--- config.mk ---
export PLATFORM = sky130hd
export DESIGN_NAME = pkt_deframer
export DESIGN_NICKNAME = d
export VERILOG_FILES = /design/src/rtl/deframer_pkg.sv /design/src/rtl/dfr_sync_hunt.sv /design/src/rtl/dfr_byte_deser.sv /design/src/rtl/dfr_crc8_acc.sv /design/src/rtl/pkt_deframer.sv
export SDC_FILE = /design/constraint.sdc
export NUM_CORES = 1
export LEC_CHECK = 0
export BUFFER_PORTS_ARGS = -buffer_cell sky130_fd_sc_hd__buf_4
export CAP_MARGIN = 25
export CELL_PAD_IN_SITES_DETAIL_PLACEMENT = 0
export CELL_PAD_IN_SITES_GLOBAL_PLACEMENT = 1
export CORE_MARGIN = 2
export CORE_UTILIZATION = 43
export CTS_CLUSTER_DIAMETER = 60
export DETAILED_ROUTE_END_ITERATION = 6
export GPL_ROUTABILITY_DRIVEN = 0
export PLACE_DENSITY_LB_ADDON = 0.1
export SYNTH_ARGS = -nofsm -noshare
export SYNTH_HDL_FRONTEND = slang
export SYNTH_SLANG_ARGS = --single-unit
--- constraint.sdc ---
create_clock -name clk_i -period 3.7 [get_ports clk_i]
set_input_delay 0.555 -clock clk_i [delete_from_list [all_inputs] [get_ports clk_i]]
set_output_delay 0.555 -clock clk_i [all_outputs]
set_load 0.005 [all_outputs]
--- src/rtl/deframer_pkg.sv ---
package deframer_pkg;
  localparam int unsigned SYNC_W = 32;
  localparam logic [SYNC_W-1:0] SYNC_WORD = 32'hAAAA5555;
  localparam logic [3:0] SOF_TYPE = 4'h5;
  localparam logic [3:0] DAT_TYPE = 4'h3;
  localparam logic [7:0] CRC_POLY = 8'h07;

  typedef enum logic [2:0] {
    ST_HUNT, ST_SOF_PID, ST_ADDR, ST_LEN, ST_SOF_CRC, ST_DAT_PID, ST_PAYLOAD, ST_DAT_CRC
  } dfr_state_e;

  function automatic logic [7:0] crc8_byte(input logic [7:0] crc, input logic [7:0] data);
    logic [7:0] c;
    c = crc ^ data;
    for (int i = 0; i < 8; i++) c = c[7] ? ((c << 1) ^ CRC_POLY) : (c << 1);
    return c;
  endfunction
endpackage

--- src/rtl/dfr_sync_hunt.sv ---
module dfr_sync_hunt #(
  parameter int unsigned SYNC_W = 32,
  parameter logic [SYNC_W-1:0] SYNC_VAL = '0
) (
  input  logic clk_i,
  input  logic rst_ni,
  input  logic bit_i,
  input  logic bit_vld_i,
  input  logic hunt_i,
  output logic hit_o
);
  logic [SYNC_W-1:0] shreg_q;
  logic [SYNC_W-1:0] window;

  assign window = {shreg_q[SYNC_W-2:0], bit_i};
  assign hit_o  = hunt_i && bit_vld_i && (window == SYNC_VAL);

  // history is flushed while a frame is open so frame bits never feed a later match
  always_ff @(posedge clk_i or negedge rst_ni) begin
    if (!rst_ni)          shreg_q <= '0;
    else if (!hunt_i)     shreg_q <= '0;
    else if (bit_vld_i)   shreg_q <= window;
  end
endmodule

--- src/rtl/dfr_byte_deser.sv ---
module dfr_byte_deser (
  input  logic       clk_i,
  input  logic       rst_ni,
  input  logic       bit_i,
  input  logic       bit_vld_i,
  input  logic       clr_i,
  output logic [7:0] byte_o,
  output logic       byte_vld_o
);
  logic [2:0] cnt_q;
  logic [6:0] sr_q;

  always_ff @(posedge clk_i or negedge rst_ni) begin
    if (!rst_ni) begin
      cnt_q      <= '0;
      sr_q       <= '0;
      byte_o     <= '0;
      byte_vld_o <= 1'b0;
    end else if (clr_i) begin
      cnt_q      <= '0;
      byte_vld_o <= 1'b0;
    end else begin
      byte_vld_o <= 1'b0;
      if (bit_vld_i) begin
        sr_q  <= {sr_q[5:0], bit_i};
        cnt_q <= cnt_q + 3'd1;
        if (cnt_q == 3'd7) begin
          byte_o     <= {sr_q, bit_i};
          byte_vld_o <= 1'b1;
        end
      end
    end
  end
endmodule

--- src/rtl/dfr_crc8_acc.sv ---
module dfr_crc8_acc (
  input  logic       clk_i,
  input  logic       rst_ni,
  input  logic       clr_i,
  input  logic       en_i,
  input  logic [7:0] data_i,
  output logic [7:0] crc_o
);
  import deframer_pkg::*;

  always_ff @(posedge clk_i or negedge rst_ni) begin
    if (!rst_ni)      crc_o <= '0;
    else if (clr_i)   crc_o <= '0;
    else if (en_i)    crc_o <= crc8_byte(crc_o, data_i);
  end
endmodule

--- src/rtl/pkt_deframer.sv ---
module pkt_deframer
  import deframer_pkg::*;
#(
  parameter int unsigned ADDR_W = 32,
  parameter int unsigned LEN_W  = 16,
  parameter int unsigned RAM_AW = 8
) (
  input  logic              clk_i,
  input  logic              rst_ni,
  input  logic              bit_i,
  input  logic              bit_vld_i,
  output logic              wr_en_o,
  output logic [RAM_AW-1:0] wr_addr_o,
  output logic [7:0]        wr_data_o,
  output logic              frame_done_o,
  output logic              frame_ok_o,
  output logic              pid_err_o,
  output logic              crc_err_o,
  output logic [ADDR_W-1:0] addr_o,
  output logic [LEN_W-1:0]  len_o
);
  localparam logic [LEN_W-1:0] ADDR_LAST = LEN_W'(ADDR_W / 8 - 1);
  localparam logic [LEN_W-1:0] LEN_LAST  = LEN_W'(LEN_W / 8 - 1);
  localparam logic [7:0] SOF_PID = {SOF_TYPE, ~SOF_TYPE};
  localparam logic [7:0] DAT_PID = {DAT_TYPE, ~DAT_TYPE};

  dfr_state_e       state_q;
  logic             hunting, sync_hit;
  logic [7:0]       rx_byte, crc_val;
  logic             rx_vld, crc_clr, crc_en;
  logic [LEN_W-1:0] cnt_q;
  logic             sof_bad_q;
  logic             dat_bad;

  assign hunting = (state_q == ST_HUNT);

  dfr_sync_hunt #(.SYNC_W(SYNC_W), .SYNC_VAL(SYNC_WORD)) u_hunt (
    .clk_i(clk_i), .rst_ni(rst_ni), .bit_i(bit_i), .bit_vld_i(bit_vld_i),
    .hunt_i(hunting), .hit_o(sync_hit)
  );

  dfr_byte_deser u_deser (
    .clk_i(clk_i), .rst_ni(rst_ni), .bit_i(bit_i), .bit_vld_i(bit_vld_i),
    .clr_i(hunting), .byte_o(rx_byte), .byte_vld_o(rx_vld)
  );

  assign crc_clr = rx_vld && (state_q == ST_SOF_PID || state_q == ST_DAT_PID);
  assign crc_en  = rx_vld && (state_q == ST_ADDR || state_q == ST_LEN || state_q == ST_PAYLOAD);
  assign dat_bad = (rx_byte != crc_val);

  dfr_crc8_acc u_crc (
    .clk_i(clk_i), .rst_ni(rst_ni), .clr_i(crc_clr), .en_i(crc_en),
    .data_i(rx_byte), .crc_o(crc_val)
  );

  always_ff @(posedge clk_i or negedge rst_ni) begin
    if (!rst_ni) begin
      state_q      <= ST_HUNT;
      cnt_q        <= '0;
      sof_bad_q    <= 1'b0;
      wr_en_o      <= 1'b0;
      wr_addr_o    <= '0;
      wr_data_o    <= '0;
      frame_done_o <= 1'b0;
      frame_ok_o   <= 1'b0;
      pid_err_o    <= 1'b0;
      crc_err_o    <= 1'b0;
      addr_o       <= '0;
      len_o        <= '0;
    end else begin
      frame_done_o <= 1'b0;
      wr_en_o      <= 1'b0;
      if (hunting) begin
        if (sync_hit) begin
          state_q   <= ST_SOF_PID;
          sof_bad_q <= 1'b0;
        end
      end else if (rx_vld) begin
        unique case (state_q)
          ST_SOF_PID, ST_DAT_PID: begin
            if (rx_byte == ((state_q == ST_SOF_PID) ? SOF_PID : DAT_PID)) begin
              cnt_q <= '0;
              if (state_q == ST_SOF_PID)  state_q <= ST_ADDR;
              else if (len_o == '0)       state_q <= ST_DAT_CRC;
              else                        state_q <= ST_PAYLOAD;
            end else begin
              frame_done_o <= 1'b1;
              frame_ok_o   <= 1'b0;
              pid_err_o    <= 1'b1;
              crc_err_o    <= 1'b0;
              state_q      <= ST_HUNT;
            end
          end
          ST_ADDR: begin
            addr_o <= {addr_o[ADDR_W-9:0], rx_byte};
            if (cnt_q == ADDR_LAST) begin
              cnt_q   <= '0;
              state_q <= ST_LEN;
            end else cnt_q <= cnt_q + 1'b1;
          end
          ST_LEN: begin
            len_o <= {len_o[LEN_W-9:0], rx_byte};
            if (cnt_q == LEN_LAST) state_q <= ST_SOF_CRC;
            else                   cnt_q <= cnt_q + 1'b1;
          end
          ST_SOF_CRC: begin
            sof_bad_q <= dat_bad;
            state_q   <= ST_DAT_PID;
          end
          ST_PAYLOAD: begin
            wr_en_o   <= 1'b1;
            wr_addr_o <= cnt_q[RAM_AW-1:0];
            wr_data_o <= rx_byte;
            if (cnt_q == len_o - 1'b1) state_q <= ST_DAT_CRC;
            else                       cnt_q <= cnt_q + 1'b1;
          end
          ST_DAT_CRC: begin
            frame_done_o <= 1'b1;
            frame_ok_o   <= !sof_bad_q && !dat_bad;
            crc_err_o    <= sof_bad_q || dat_bad;
            pid_err_o    <= 1'b0;
            state_q      <= ST_HUNT;
          end
          default: state_q <= ST_HUNT;
        endcase
      end
    end
  end
endmodule

==> flow_metrics.env, run 1 <==
export IMPL_syn_inst=614
export IMPL_crit_arrival_ps=3790
export IMPL_p_int_mw=2.79
export IMPL_hold_ws_ps=158
export IMPL_async_reset_ff_share_pct=100
export IMPL_ctsLongestPathBuffers=2
export IMPL_r2r_setup_slack_ps=210
export IMPL_pwr_share_seq_pct=49.4
export IMPL_worstSetupEndpointType="flop"
export IMPL_r2r_end="cnt_q[14]$_DFFE_PN0P_"
export IMPL_die_area_um2=17500
export IMPL_drt_total_wl_um=15700
export IMPL_worstSetupPathType="flop to flop"
export IMPL_first_global_vias=5013
export IMPL_finalInstanceArea_um2=8400
export IMPL_ctsHoldBuffers=0
export IMPL_switching_share_pct=25.0
export IMPL_syn_area_um2=7060
export IMPL_slew_headroom_pct=40.2
export IMPL_dr_total_vias=4901
export IMPL_coreArea_um2=15900
export IMPL_ioPinCount=73
export IMPL_viasPerCell=5.36
export IMPL_cts_sinks=147
export IMPL_cts_setup_buffers=0
export IMPL_drt_iter0_drc=299
export IMPL_drv_cap=0
export IMPL_antennaDiodeCount=0
export IMPL_hold_class="input pin to asynchronous set/reset pin"
export IMPL_remaining_drc_errors=0
export IMPL_postRouteAntennaNets=0
export IMPL_power_leakage_nw=4.14
export IMPL_synth_area_per_cell_um2=11.5
export IMPL_dominantRegCellSynth="dfrtp_1"
export IMPL_place_hpwl_um=10800
export IMPL_area_delta_synth_final_pct=19.0
export IMPL_ys_types=56
export IMPL_status="complete, no violations"
export IMPL_finClkSkew_ps=8.50
export IMPL_yosysWarnings=0
export IMPL_drive_gt1_share_pct=30.0
export IMPL_setup_viol=0
export IMPL_dpl_cell_area_um2=7830
export IMPL_std_cell_rows=46
export IMPL_crit_path_start_kind="flop"
export IMPL_cts_tree="yes"
export IMPL_cts_clk_slew_worst_paths_ps=60
export IMPL_grt_max_degree=74
export IMPL_pwr_share_comb_pct=5.8
export IMPL_grt_setup_unrepaired="false"
export IMPL_grt_antenna_before_repair=0
export IMPL_worst_pin_slew_ps=894
export IMPL_fp_dieW_um=132
export IMPL_cp_max_fo=15
export IMPL_port_buffers=72
export IMPL_h_tree_depth=4
export IMPL_worst_slack_ps=209
export IMPL_grt_usage_pct=19.4
export IMPL_numCtsBuffers=17
export IMPL_p_switching_mw=0.932
export IMPL_post_place_ws_ps=216
export IMPL_cts_root_buf="clkbuf_16"
export IMPL_die_y_um=132
export IMPL_firstDrtPassIters=4
export IMPL_ys_seq_area_share_pct=52.1
export IMPL_power_frac_clock_pct=44.7
export IMPL_finalHoldViolCount=0
export IMPL_start_util_pct=44.3
export IMPL_fmax_mhz=286
export IMPL_slew_viol_final=0
export IMPL_overflow=0
export IMPL_ys_ff_latch=147
export IMPL_clkLatencyLatePin_ps=420
export IMPL_setup_tns_final_ps=0
export IMPL_reg2reg_from="len_o[1]$_DFFE_PN0P_"
export IMPL_grt_pass1_wl_um=26800
export IMPL_vdd_ir_drop_max_uv=444
export IMPL_required_ps=3990
export IMPL_cts_resized_gates=0
export IMPL_power_density_nw_per_um2=443
export IMPL_worst_r2r_path_depth=11
export IMPL_wl_per_cell_um=17.1
export IMPL_postSynthNetCount=626
export IMPL_period_needed_ps=3490
export IMPL_nets=698
export IMPL_fin_crit_sh_pct=94.4
export IMPL_synth_edf_count=0
==> sequential cells by signal (all words and copies together) (netlist names) <==
signal              cells
len_o                  16
sof_bad_q               1
addr_o                 32
wr_data_o               8
u_deser.byte_o          8
wr_en_o                 1
u_deser.cnt_q           3
u_deser.byte_vld_o      1
u_deser.sr_q            7
u_crc.crc_o             8
crc_err_o               1
wr_addr_o               8
frame_done_o            1
pid_err_o               1
frame_ok_o              1
cnt_q                  16
u_hunt.shreg_q         31
state_q                 3
==> layout by cell type (no fill, tap or decap), drive strengths merged, types with 10 or more instances in the layout <==
master	synthesis	final
nand2b	12	12
nand3	16	16
mux2i	33	33
buf	12	85
and3	10	10
inv	14	21
mux2	78	78
nor3	11	11
clkbuf	20	17
o21ai	42	42
dfrtp	147	147
nand2	25	25
xnor2	32	32
nor4	12	12
nor2	56	56
==> cell families (layout without fill, tap and decap cells) <==
| kind of cell | Yosys count | in the layout | share of synthesized area, % |
|---|---|---|---|
| AOI/OAI and AO/OA | 78 | 78 | 7.48 |
| adders and majority gates | 8 | 8 | 1.42 |
| muxes | 111 | 111 | 17.1 |
| buffers and inverters | 46 | 131 | 2.94 |
| and+or+nand+nor | 183 | 183 | 13.8 |
| DFF | 147 | 147 | 52.1 |
| xor gates and xnor gates | 41 | 41 | 5.09 |
==> stage by stage <==
| stage | util (%) | std cells | power [mW] |
|---|---|---|---|
| after detailed placement | 49.1 | 883 | 2.09 |
| after floorplan | - | 614 | 2.00 |
| final | 52.7 | 915 | 3.72 |
| after CTS | 52.7 | 915 | 3.77 |
| after global placement | 49.1 | 883 | 2.07 |
| after global routing | 52.7 | 915 | 3.91 |
==> power groups by stage <==
stage                     Clock (mW)  Sequential, mW  Combinational, mW
final                           1.66            1.84              0.216
after global routing            1.79            1.86              0.256
after CTS                       1.71            1.84              0.223
after detailed placement           0            1.87              0.222
after global placement             0            1.86              0.214
after floorplan                    0            1.84              0.161
==> how the worst max path moves through the flow <==
stage | start | end | slack [ps] | cells past startpoint
final | len_o[1]$_DFFE_PN0P_ | cnt_q[14]$_DFFE_PN0P_ | 210 | 11
after global routing | len_o[0]$_DFFE_PN0P_ | cnt_q[8]$_DFFE_PN0P_ | 70 | 11
after CTS | len_o[0]$_DFFE_PN0P_ | cnt_q[8]$_DFFE_PN0P_ | 210 | 11
after detailed placement | len_o[0]$_DFFE_PN0P_ | cnt_q[14]$_DFFE_PN0P_ | 220 | 11
after global placement | len_o[0]$_DFFE_PN0P_ | cnt_q[12]$_DFFE_PN0P_ | 310 | 11
after floorplan | len_o[0]$_DFFE_PN0P_ | cnt_q[15]$_DFFE_PN0P_ | 210 | 13
==> Yosys cell counts (all sizes together) (2+ instances only) <==
cell / instances / area share (%)
or4: 5 / 0.58
a31oi: 4 / 0.35
xnor2: 32 / 4.0
mux2i: 33 / 4.7
and3: 10 / 0.89
clkbuf: 20 / 1.1
buf: 12 / 1.1
nand2: 25 / 1.3
mux2: 78 / 12
nor4bb: 8 / 1.1
nor4: 12 / 1.1
nor2b: 3 / 0.27
ha: 8 / 1.4
nand2b: 12 / 1.1
or2: 2 / 0.18
nand4: 5 / 0.44
dfrtp: 147 / 52
nor4b: 2 / 0.25
nand3: 16 / 1.1
o21ai: 42 / 3.6
nand3b: 3 / 0.32
and2: 2 / 0.18
nor2: 56 / 3.0
a21oi: 6 / 0.43
xor2: 9 / 1.1
inv: 14 / 0.74
nor3b: 2 / 0.21
a22o: 6 / 0.74
o31ai: 8 / 0.85
nor3: 11 / 0.78
or3: 4 / 0.35
==> critical path, cell delays in order (launching register included) <==
cell and delay [ps]:
dfrtp_1 370, inv_1 100, ha_1 260, or3b_2 540, o31a_1 270, or4_1 500, o211a_1 140, or4_4 540
o21ai_4 150, or2_1 110, buf_4 260, o31ai_1 120
==> routing by layer <==
| layer | vias up | part of all wire (%) | routed length [µm] | global-route usage (%) |
|---|---|---|---|---|
| met5 | - | 0 | 0 | 0 |
| met4 | 0 | 1.1 | 178 | 5.37 |
| met3 | 10 | 3.8 | 598 | 4.81 |
| met2 | 74 | 49 | 7620 | 31.1 |
| met1 | 2472 | 46 | 7290 | 26.2 |
| li1 | 2345 | - | - | - |
==> cell type report <==
class,instances,area (µm²)
Fill cell,1430,7540
Sequential cell,147,3680
Multi-Input combinational cell,421,3170
Timing Repair Buffer,85,654
Clock buffer,17,425
Tap cell,216,270
Clock inverter,15,146
Inverter,14,52.6
Power figures use the tool's default switching activity.
==> inputs of run 2 (changes only) <==
- PLACE_DENSITY: not set -> 0.84
- PLACE_DENSITY_LB_ADDON: 0.1 -> not set
==> run 2 against run 1 <==
Net effect: die area is the same; design area is essentially flat; non-clock buffer count shrank 4; fmax shrank 0.17%; worst setup slack lost 6.0 ps; sequential power is essentially flat; first-iteration DRC count grew 18%; via count is essentially flat; largest cell class unchanged.
==> flow_metrics.env, run 2 (synthesized netlist as in run 1, its figures left out) <==
export IMPL_viasPerCell=5.38
export IMPL_finalHoldViolCount=0
export IMPL_hold_class="input pin to asynchronous set/reset pin"
export IMPL_worst_path_stages=11
export IMPL_firstDrtPassIters=4
export IMPL_dp_cells=879
export IMPL_final_cells=911
export IMPL_remaining_drc_errors=0
export IMPL_grt_setup_unrepaired="false"
export IMPL_finClkSkew_ps=6.36
export IMPL_wl_per_cell_um=16.8
export IMPL_start_util_pct=44.3
export IMPL_power_density_nw_per_um2=446
export IMPL_drt_total_wl_um=15300
export IMPL_setup_viol=0
export IMPL_drv_cap=0
export IMPL_numCtsBuffers=17
export IMPL_final_core_util_pct=52.7
export IMPL_worst_r2r_path_depth=11
export IMPL_largestRegisters="addr_o (32), u_hunt.shreg_q (31)"
export IMPL_grt_max_degree=76
export IMPL_cts_tree="yes"
export IMPL_slew_headroom_pct=38.1
export IMPL_fp_dieW_um=132
export IMPL_required_ps=4000
export IMPL_period_needed_ps=3500
export IMPL_ctsHoldBuffers=0
export IMPL_cts_resized_gates=0
export IMPL_coreArea_um2=15900
export IMPL_place_hpwl_um=10600
export IMPL_cts_sinks=147
export IMPL_postRouteAntennaNets=0
export IMPL_cts_clk_slew_worst_paths_ps=60
export IMPL_die_y_um=132
export IMPL_ioPinCount=73
export IMPL_critPathMaxStageDelay_ps=550
export IMPL_grt_pass1_wl_um=25800
export IMPL_grt_antenna_before_repair=0
export IMPL_crit_path_start_kind="flop"
export IMPL_cp_cell_sequence="inv_1, ha_2, or3b_2, o31a_1, or4_1, o211a_1, or4_4, o21ai_4, or2_1, buf_12, o31ai_1"
export IMPL_worstSetupPathType="flop to flop"
export IMPL_cts_root_buf="clkbuf_16"
export IMPL_drive_gt1_share_pct=29.8
export IMPL_h_tree_depth=4
export IMPL_grt_usage_pct=18.2
export IMPL_fmax_mhz=286
export IMPL_drt_iter0_drc=354
export IMPL_ctsLongestPathBuffers=2
export IMPL_antennaDiodeCount=0
export IMPL_regMostFlops="addr_o"
export IMPL_worstSetupEndpointType="flop"
export IMPL_area_delta_synth_final_pct=18.9
export IMPL_overflow=0
export IMPL_clkLatencyLatePin_ps=420
export IMPL_cp_max_fo=15
export IMPL_cts_setup_buffers=0
export IMPL_die_area_um2=17500
export IMPL_cp_top_family="simple AND/OR/NAND/NOR gates"
export IMPL_dr_total_vias=4899
export IMPL_setup_tns_final_ps=0
export IMPL_fin_crit_sh_pct=94.5
export IMPL_final_common_cell="dfrtp_1"
export IMPL_std_cell_rows=46
export IMPL_worst_pin_slew_ps=925
export IMPL_port_buffers=72
export IMPL_final_cell_mix="dfrtp_1, mux2_2, buf_4, nor2_1, mux2i_1"
export IMPL_crit_buf_inv=2
export IMPL_fill_cells=1364
export IMPL_cpMaxStageDelayCell="or4_4"
export IMPL_first_global_vias=4997
export IMPL_status="complete, no violations"
export IMPL_power_leakage_nw=4.13
export IMPL_nets=694
export IMPL_largest_reg_flops=32
export IMPL_crit_arrival_ps=3800
export IMPL_slew_viol_final=0
export IMPL_vdd_ir_drop_max_uv=458
run 2: cell count changes in the layout (fill, tap and decap cells not counted), sizes merged:
cell,before,now
buf,85,81
clkbuf,17,18
clkinvlp,3,2
run 2: path summary, 6_finish.rpt:
check	from	end	slack (ps)
max	len_o[1]$_DFFE_PN0P_	cnt_q[14]$_DFFE_PN0P_	200
min	rst_ni	cnt_q[9]$_DFFE_PN0P_	150
max reg2reg	len_o[1]$_DFFE_PN0P_	cnt_q[14]$_DFFE_PN0P_	200
min reg2reg	frame_ok_o$_DFFE_PN0P_	frame_ok_o$_DFFE_PN0P_	500
max in group asynchronous	rst_ni	addr_o[15]$_DFFE_PN0P_	2740
min in group clk_i	bit_i	u_deser.byte_o[0]$_DFFE_PN0P_	410
run 2: final cells by class:
type | instances | area [µm²] | share of cell area [%]
Clock inverter | 14 | 143 | 1.70
Timing Repair Buffer | 81 | 637 | 7.59
Tap cell | 216 | 270 | 3.22
Clock buffer | 18 | 439 | 5.23
Inverter | 14 | 52.6 | 0.626
Multi-Input combinational cell | 421 | 3180 | 37.8
Sequential cell | 147 | 3680 | 43.8
run 2: through the flow:
step	total power, mW	setup slack (ps)	hold slack (ps)	cell area (µm²)
6_report	3.74	203	147	8400
3_3_place_gp	2.07	321	477	7810
2_1_floorplan	2.00	206	259	7060
3_5_place_dp	2.09	206	484	7810
4_1_cts	3.78	166	180	8390
5_1_grt	3.90	26.9	196	8400
run 2: power breakdown:
part	internal [mW]	total (mW)	switching, mW
combinational	0.106	0.218	0.111
sequential	1.74	1.84	0.101
clock	0.964	1.68	0.719
run 2: worst reg2reg max path: stages (launching register included):
cell	delay, ps
dfrtp_1	440
inv_1	130
ha_2	250
or3b_2	520
o31a_1	270
or4_1	500
o211a_1	140
or4_4	550
o21ai_4	150
or2_1	160
buf_12	170
o31ai_1	90
run 2: metal layers:
layer | track usage [%] | vias up | part of all wire [%]
li1 | - | 2335 | -
met1 | 22.9 | 2469 | 44
met2 | 31.6 | 81 | 52
met3 | 4.42 | 14 | 2.9
met4 | 4.71 | 0 | 1.2
met5 | 0 | - | 0
